**src/rtl/acg_pkg.sv**
```systemverilog
package acg_pkg;

    typedef enum logic {
        ST_RUN   = 1'b0,
        ST_GATED = 1'b1
    } acg_state_e;

    // one bit per reason that keeps the clocks running
    typedef struct packed {
        logic frame_act;
        logic host_acc;
        logic xfer_act;
        logic tx_wait;
        logic dbg_mode;
        logic stop_mode;
        logic bus_off;
    } acg_cond_t;

    localparam int unsigned ACG_NCOND = $bits(acg_cond_t);

    typedef struct packed {
        acg_state_e state;
        logic       clk_en;
    } acg_seq_t;

endpackage

```
**src/rtl/acg_sync.sv**
```systemverilog
module acg_sync #(
    parameter int unsigned WIDTH   = 2,
    parameter int unsigned STAGES  = 2,
    parameter logic        RST_VAL = 1'b1
) (
    input  logic             clk,
    input  logic             rst_n,
    input  logic [WIDTH-1:0] async_i,
    output logic [WIDTH-1:0] sync_o
);

    localparam int unsigned LAST = STAGES - 1;

    logic [WIDTH-1:0] stage_q [STAGES];
    logic [WIDTH-1:0] stage_d [STAGES];

    generate
        for (genvar s = 0; s < STAGES; s++) begin : g_stage
            if (s == 0) begin : g_first
                assign stage_d[s] = async_i;
            end else begin : g_next
                assign stage_d[s] = stage_q[s-1];
            end

            always_ff @(posedge clk or negedge rst_n) begin
                if (!rst_n) begin
                    stage_q[s] <= {WIDTH{RST_VAL}};
                end else begin
                    stage_q[s] <= stage_d[s];
                end
            end
        end
    endgenerate

    assign sync_o = stage_q[LAST];

endmodule

```
**src/rtl/acg_idle_eval.sv**
```systemverilog
module acg_idle_eval
    import acg_pkg::*;
(
    input  acg_cond_t cond_i,
    output logic      all_idle_o
);

    logic [ACG_NCOND-1:0] busy_vec;

    assign busy_vec = cond_i;

    always_comb begin
        all_idle_o = 1'b1;
        for (int i = 0; i < int'(ACG_NCOND); i++) begin
            if (busy_vec[i]) begin
                all_idle_o = 1'b0;
            end
        end
    end

endmodule

```
**src/rtl/acg_seq.sv**
```systemverilog
module acg_seq
    import acg_pkg::*;
(
    input  logic clk,
    input  logic rst_n,
    input  logic aps_en_i,
    input  logic all_idle_i,
    output logic clk_en_o,
    output logic gated_o
);

    acg_seq_t seq_d;
    acg_seq_t seq_q;

    always_comb begin
        seq_d = seq_q;
        if (!aps_en_i) begin
            seq_d.state = ST_RUN;
        end else if (all_idle_i) begin
            seq_d.state = ST_GATED;
        end else begin
            seq_d.state = ST_RUN;
        end
        seq_d.clk_en = (seq_d.state == ST_RUN);
    end

    always_ff @(posedge clk or negedge rst_n) begin
        if (!rst_n) begin
            seq_q.state  <= ST_RUN;
            seq_q.clk_en <= 1'b1;
        end else begin
            seq_q <= seq_d;
        end
    end

    assign clk_en_o = seq_q.clk_en;
    assign gated_o  = (seq_q.state == ST_GATED);

endmodule

```
**src/rtl/acg_ctrl.sv**
```systemverilog
module acg_ctrl
    import acg_pkg::*;
#(
    parameter int unsigned SYNC_STAGES = 2
) (
    input  logic clk,
    input  logic rst_n,
    input  logic aps_en_i,
    input  logic frame_act_i,
    input  logic host_acc_i,
    input  logic xfer_act_i,
    input  logic tx_wait_i,
    input  logic dbg_mode_i,
    input  logic stop_mode_i,
    input  logic bus_off_i,
    output logic clk_en_o,
    output logic gated_o
);

    localparam int unsigned NASYNC = 2;

    logic [NASYNC-1:0] async_raw;
    logic [NASYNC-1:0] async_s;
    logic              frame_s;
    logic              host_s;
    acg_cond_t         cond;
    logic              all_idle;

    assign async_raw = {frame_act_i, host_acc_i};

    // reset to busy so nothing gates before real values arrive
    acg_sync #(
        .WIDTH   (NASYNC),
        .STAGES  (SYNC_STAGES),
        .RST_VAL (1'b1)
    ) u_sync (
        .clk     (clk),
        .rst_n   (rst_n),
        .async_i (async_raw),
        .sync_o  (async_s)
    );

    assign frame_s = async_s[1];
    assign host_s  = async_s[0];

    always_comb begin
        cond.frame_act = frame_s;
        cond.host_acc  = host_s;
        cond.xfer_act  = xfer_act_i;
        cond.tx_wait   = tx_wait_i;
        cond.dbg_mode  = dbg_mode_i;
        cond.stop_mode = stop_mode_i;
        cond.bus_off   = bus_off_i;
    end

    acg_idle_eval u_eval (
        .cond_i     (cond),
        .all_idle_o (all_idle)
    );

    acg_seq u_seq (
        .clk        (clk),
        .rst_n      (rst_n),
        .aps_en_i   (aps_en_i),
        .all_idle_i (all_idle),
        .clk_en_o   (clk_en_o),
        .gated_o    (gated_o)
    );

endmodule

```
**config.mk**
```make
export PLATFORM = sky130hd
export DESIGN_NAME = acg_ctrl
export DESIGN_NICKNAME = d
export VERILOG_FILES = /design/src/rtl/acg_pkg.sv /design/src/rtl/acg_sync.sv /design/src/rtl/acg_idle_eval.sv /design/src/rtl/acg_seq.sv /design/src/rtl/acg_ctrl.sv
export SDC_FILE = /design/constraint.sdc
export NUM_CORES = 1
export LEC_CHECK = 0
export ABC_AREA = 1
export BUFFER_PORTS_ARGS = -buffer_cell sky130_fd_sc_hd__buf_2
export CAP_MARGIN = 20
export CELL_PAD_IN_SITES_DETAIL_PLACEMENT = 0
export CELL_PAD_IN_SITES_GLOBAL_PLACEMENT = 2
export CORE_AREA = 3 3 40 42
export DETAILED_ROUTE_END_ITERATION = 10
export DIE_AREA = 0 0 43 45
export PLACE_DENSITY = 0.64
export SETUP_SLACK_MARGIN = 0.02
export SLEW_MARGIN = 20
export SYNTH_ARGS = -nofsm -noshare
export SYNTH_HDL_FRONTEND = slang
export SYNTH_SLANG_ARGS = --single-unit
```
**constraint.sdc**
```tcl
create_clock -name clk -period 1.1 [get_ports clk]
set_clock_uncertainty 0.2 [all_clocks]
set_input_delay 0.165 -clock clk [delete_from_list [all_inputs] [get_ports clk]]
set_output_delay 0.165 -clock clk [all_outputs]
set_load 0.02 [all_outputs]
```
# Word level (Yosys, flattened, before mapping)
# Cells that the tools add are included.
word_totals:
  ff_bits: 6
  inputBits: 10
op_classes:
  muxes: 9
  n_bitwise: 1
op_table:
  columns: ["operator", "n"]
  rows:
  - ["$mux 1", 9]
  - ["$not 1->1", 1]

# Logic depth before layout (Yosys ltp)
logic_depth:
  ltp_word: 10
  ltp_mapped: 4

# Hierarchy
# From an unflattened synthesis, not the netlist that was laid out.
hier_totals:
  hier_cells: 15
  hier_area_um2: 192.7
modules_own_cells:
  columns: ["module", "n_inst", "cells_per_inst", "area_each_um2", "seq_area_each_um2"]
  rows:
  - ["acg_sync", 1, 4, 105.1, 105.1]
  - ["acg_seq", 1, 4, 61.3, 51.3]
  - ["acg_idle_eval", 1, 7, 26.3, 0.0]

# Worst setup path before layout
# No wires, ideal clock.
synth_timing:
  path_kind: "flip-flop to flip-flop"
  start: "reg u_sync.stage_q (netlist bit u_sync.sync_o[0])"
  end: "reg u_seq.seq_q (netlist bit u_seq.gated_o)"
  setup_ns: 0.114
  arrival_ns: 0.632
  required_time_ns: 0.786
  path_slack_ns: 0.154
  path_stages_with_launch: 4
  path_buffers: 0
  period_less_slack_ns: 0.946
  cell_sequence: "dfstp_2 nor2_1 nand2_1 nor2_2"
synth_lines:
  columns: ["item", "line", "source"]
  rows:
  - ["from (decl)", "acg_sync.sv:14", "logic [WIDTH-1:0] stage_q [STAGES];"]
  - ["from (signal, indexed assignment)", "acg_sync.sv:27", "stage_q[s] <= {WIDTH{RST_VAL}};"]
  - ["from (signal, indexed assignment)", "acg_sync.sv:29", "stage_q[s] <= stage_d[s];"]
  - ["to (signal assigned)", "acg_seq.sv:32", "seq_q <= seq_d;"]
  - ["to (decl)", "acg_seq.sv:13", "acg_seq_t seq_q;"]

# Worst setup path in the final report
layout_timing:
  start: "reg u_seq.seq_q (netlist bit u_seq.clk_en_o)"
  end: "out clk_en_o"
layout_lines:
  columns: ["item", "line", "source"]
  rows:
  - ["to (decl)", "acg_ctrl.sv:16", "output logic clk_en_o,"]
# No word-level cell between the ends.

==> results.yml <==
cts:
  cts.clk_slew.worst_paths_ns: 0.05
  clk_path_buf_depth: 2
  root_buffer: "clkbuf_4"
  h-tree-depth: 1
  numCtsBuffers: 3
  cts_tree: "built"
  clkSinkCount: 6
  clkLatencyLatePin_ns: 0.24
  post_cts.repair.setup_buffers: 0
critical_path:
  path_class: "reg2out"
  crit_chain: "buf_6"
  required_ns: 0.73
  end_kind: "primary output"
  crit_fanout: 1
  cp.arrival_ns: 0.87
  cpLargestDelayFamily: "flip-flops"
  max_stage_delay_ns: 0.52
  reg2reg_to: "u_seq.gated_o$_DFF_PN0_"
  slowest_stage: "dfstp_2"
  reg2reg_depth: 3
  regToRegSetupSlack_ns: 0.14
  crit_buf_inv: 1
  r2r_start: "u_sync.sync_o[1]$_DFF_PN1_"
  start_kind: "flip-flop"
floorplan:
  std_cell_rows: 13
  dieArea_mm2: 0.00194
  ioPinCount: 12
  start_util_pct: 18.8
  die_x_um: 43
  design.core.area_mm2: 0.00128
  die_y_um: 45
place:
  portBuffers: 11
  dpl.cell_count: 54
  dpl.hpwl_um: 371
  gp_congestion: 0.655
  placed_area_um2: 315
logic_synthesis:
  synth_edf_count: 0
  ys_seq_area_share_pct: 64.8
  synth-simple-area-share_pct: 22.8
  yosysUniqueCellTypes: 6
  synth-compound-area-share_pct: 0
  ys.warnings.count: 0
  synth_ff_type: "dfstp_2"
  synth.net_count: 38
  synthTopCellsByArea: "dfstp_2, inv_1, nand2_1, dfrtp_1, nor2_1"
  syn_inst: 28
  synth_top_cell_by_area: "dfstp_2"
  async_reset_ff_share_pct: 100
  synth_seq_cells: 6
  yosys-mux-area-fraction_pct: 0
  synth_top_family_by_area: "simple AND/OR/NAND/NOR gates"
  synth_area_um2: 241
  yosys.area_share.adder_pct: 0
  synth_most_common_cell: "inv_1"
  synth_common_cells: "inv_1, nand2_1, nor2_1"
  netlist.area_leader.share_pct: 54.4
  synth-xor-area-share_pct: 0
  avgSynthCellArea_um2: 8.62
routing:
  via_per_inst: 3.43
  wl_um: 487
  firstDrtPassIters: 1
  remaining_drc_errors: 0
  drtAntennaViolNets: 0
  drt_iter0_markers: 0
  vias: 209
  wire_per_inst_um: 7.98
sta:
  tightest_slew_ns: 0.126
  finalSetupViolations: 2
  drv_slew: 0
  fin_crit_ns: 1.24
  relSlewSlack_pct: 91.6
  final.setup.worst_slack_ns: -0.138
  timing.hold.ws_ns: -0.0197
  post-route-period-util_pct: 113
  rsz0062_at_grt: "true"
  hold_viol: 1
  clock.fmax_mhz: 808
layout:
  layoutNonFillerInstCount: 61
  antennaDiodeCount: 0
  synthToLayoutAreaGrowth_pct: 59.1
  final_nets: 57
  fill_cells: 143
  final_layout_size_suffix_gt1_share_pct: 43.5
  fin_area_um2: 384
hold_path:
  hold_path.class: "in2reg"
  holdPathStages: 4
  min_to: "u_seq.gated_o$_DFF_PN0_"
  hold_path_startpoint: "dbg_mode_i"
run_status:
  violations: "negative hold slack, negative setup slack"
  status: "finished, violations left"
global_route:
  overflow: 0
  grt_pass1_vias: 259
  grt_max_degree: 7
  grt.total_usage_pct: 6.69
  grt_pass1_wl_um: 924
  antenna_found_initial: 0
power_and_ir_drop:
  irDropWorstVdd_mv: 0.398
  p_leak_uw: 0.000205
  p_total_uw: 493
  combPwrFrac_pct: 9.2
  intPower_uw: 397
  p_seq_share_pct: 48.4
  p_clk_share_pct: 42.4
  power.switching_uw: 95.7
  power.density_mw_per_mm2: 1280
  switching_share_pct: 19.4
flow_run:
  max_cap_viol_count: 0
## area by class of cell
cell class | instances | area (um2) | area share [%]
flip-flops and latches | 6 | 156 | 40.7
repair buffers | 14 | 97.6 | 25.4
inverters | 8 | 30.0 | 7.82
well taps | 15 | 18.8 | 4.89
clock buffers | 4 | 26.3 | 6.84
multi-input cells | 14 | 55.1 | 14.3
## worst max-delay path by stage
stage                                from                      end  slack (ns)  cells after the start
6_report         u_seq.clk_en_o$_DFF_PN1_                 clk_en_o       -0.14                      1
5_1_grt          u_seq.clk_en_o$_DFF_PN1_                 clk_en_o       -0.17                      1
4_1_cts          u_seq.clk_en_o$_DFF_PN1_                 clk_en_o       -0.15                      1
3_5_place_dp     u_seq.clk_en_o$_DFF_PN1_                 clk_en_o        0.09                      1
3_3_place_gp     u_seq.clk_en_o$_DFF_PN1_                 clk_en_o         0.1                      1
2_1_floorplan  u_sync.sync_o[0]$_DFF_PN1_  u_seq.gated_o$_DFF_PN0_        0.15                      3
## what timing repair did
action / in CTS / in global routing
pin swaps: 0 / 2
hold buffers: 4 / 0
resized for setup: 4 / 0
hold endpoints to repair: 9 / 0
endpoints found under the setup margin: 2 / 3
## kinds of logic (layout without fill, tap and decap cells)
| kind of cell | count (synthesis) | after routing |
|---|---|---|
| flops | 6 | 6 |
| buf+inv | 8 | 26 |
| simple gates | 14 | 14 |
## metrics by stage
step                      utilization, %  TNS, ns  setup slack, ns
after floorplan                        -        0            0.154
after global placement              24.5        0           0.0956
after detailed placement            24.5        0           0.0949
after CTS                           30.7   -0.167           -0.152
after global routing                29.9   -0.212           -0.166
final                               29.9   -0.138           -0.138
## metal layers
metal / track usage, % / share of wire (%) / vias to the layer above
met5: 0 / 0 / -
met3: 1.20 / 4.7 / 0
met2: 14.1 / 63 / 4
li1: - / - / 112
met4: 5.42 / 0 / 0
met1: 5.12 / 32 / 93
## worst reg2reg max path, delay by kind of cell (launching register included)
family | cells | cell delay, ns
AND/OR/NAND/NOR | 3 | 0.14
flip-flops | 1 | 0.52
## placed cells by master (no fill, tap or decap)
cell type,instances
nand2_1,7
dfrtp_1,1
clkbuf_1,1
buf_2,9
dlygate4sd3_1,3
dfstp_2,5
buf_6,2
nor2_1,6
inv_1,8
clkbuf_4,3
nor2_2,1
## power groups by stage
stage,clock [uW],combinational (uW),sequential (uW)
floorplan,0,13.5,241
global placement,0,35.3,241
detailed placement,0,37.4,241
CTS,221,48.9,239
global route,237,53.0,239
finish,209,45.4,238
## registers in the layout, indices dropped and copies added, names as in the netlist
| signal | flops |
|---|---|
| u_seq.clk_en_o | 1 |
| u_seq.gated_o | 1 |
| u_sync.stage_d | 2 |
| u_sync.sync_o | 2 |
(Power assumes the default switching activity.)
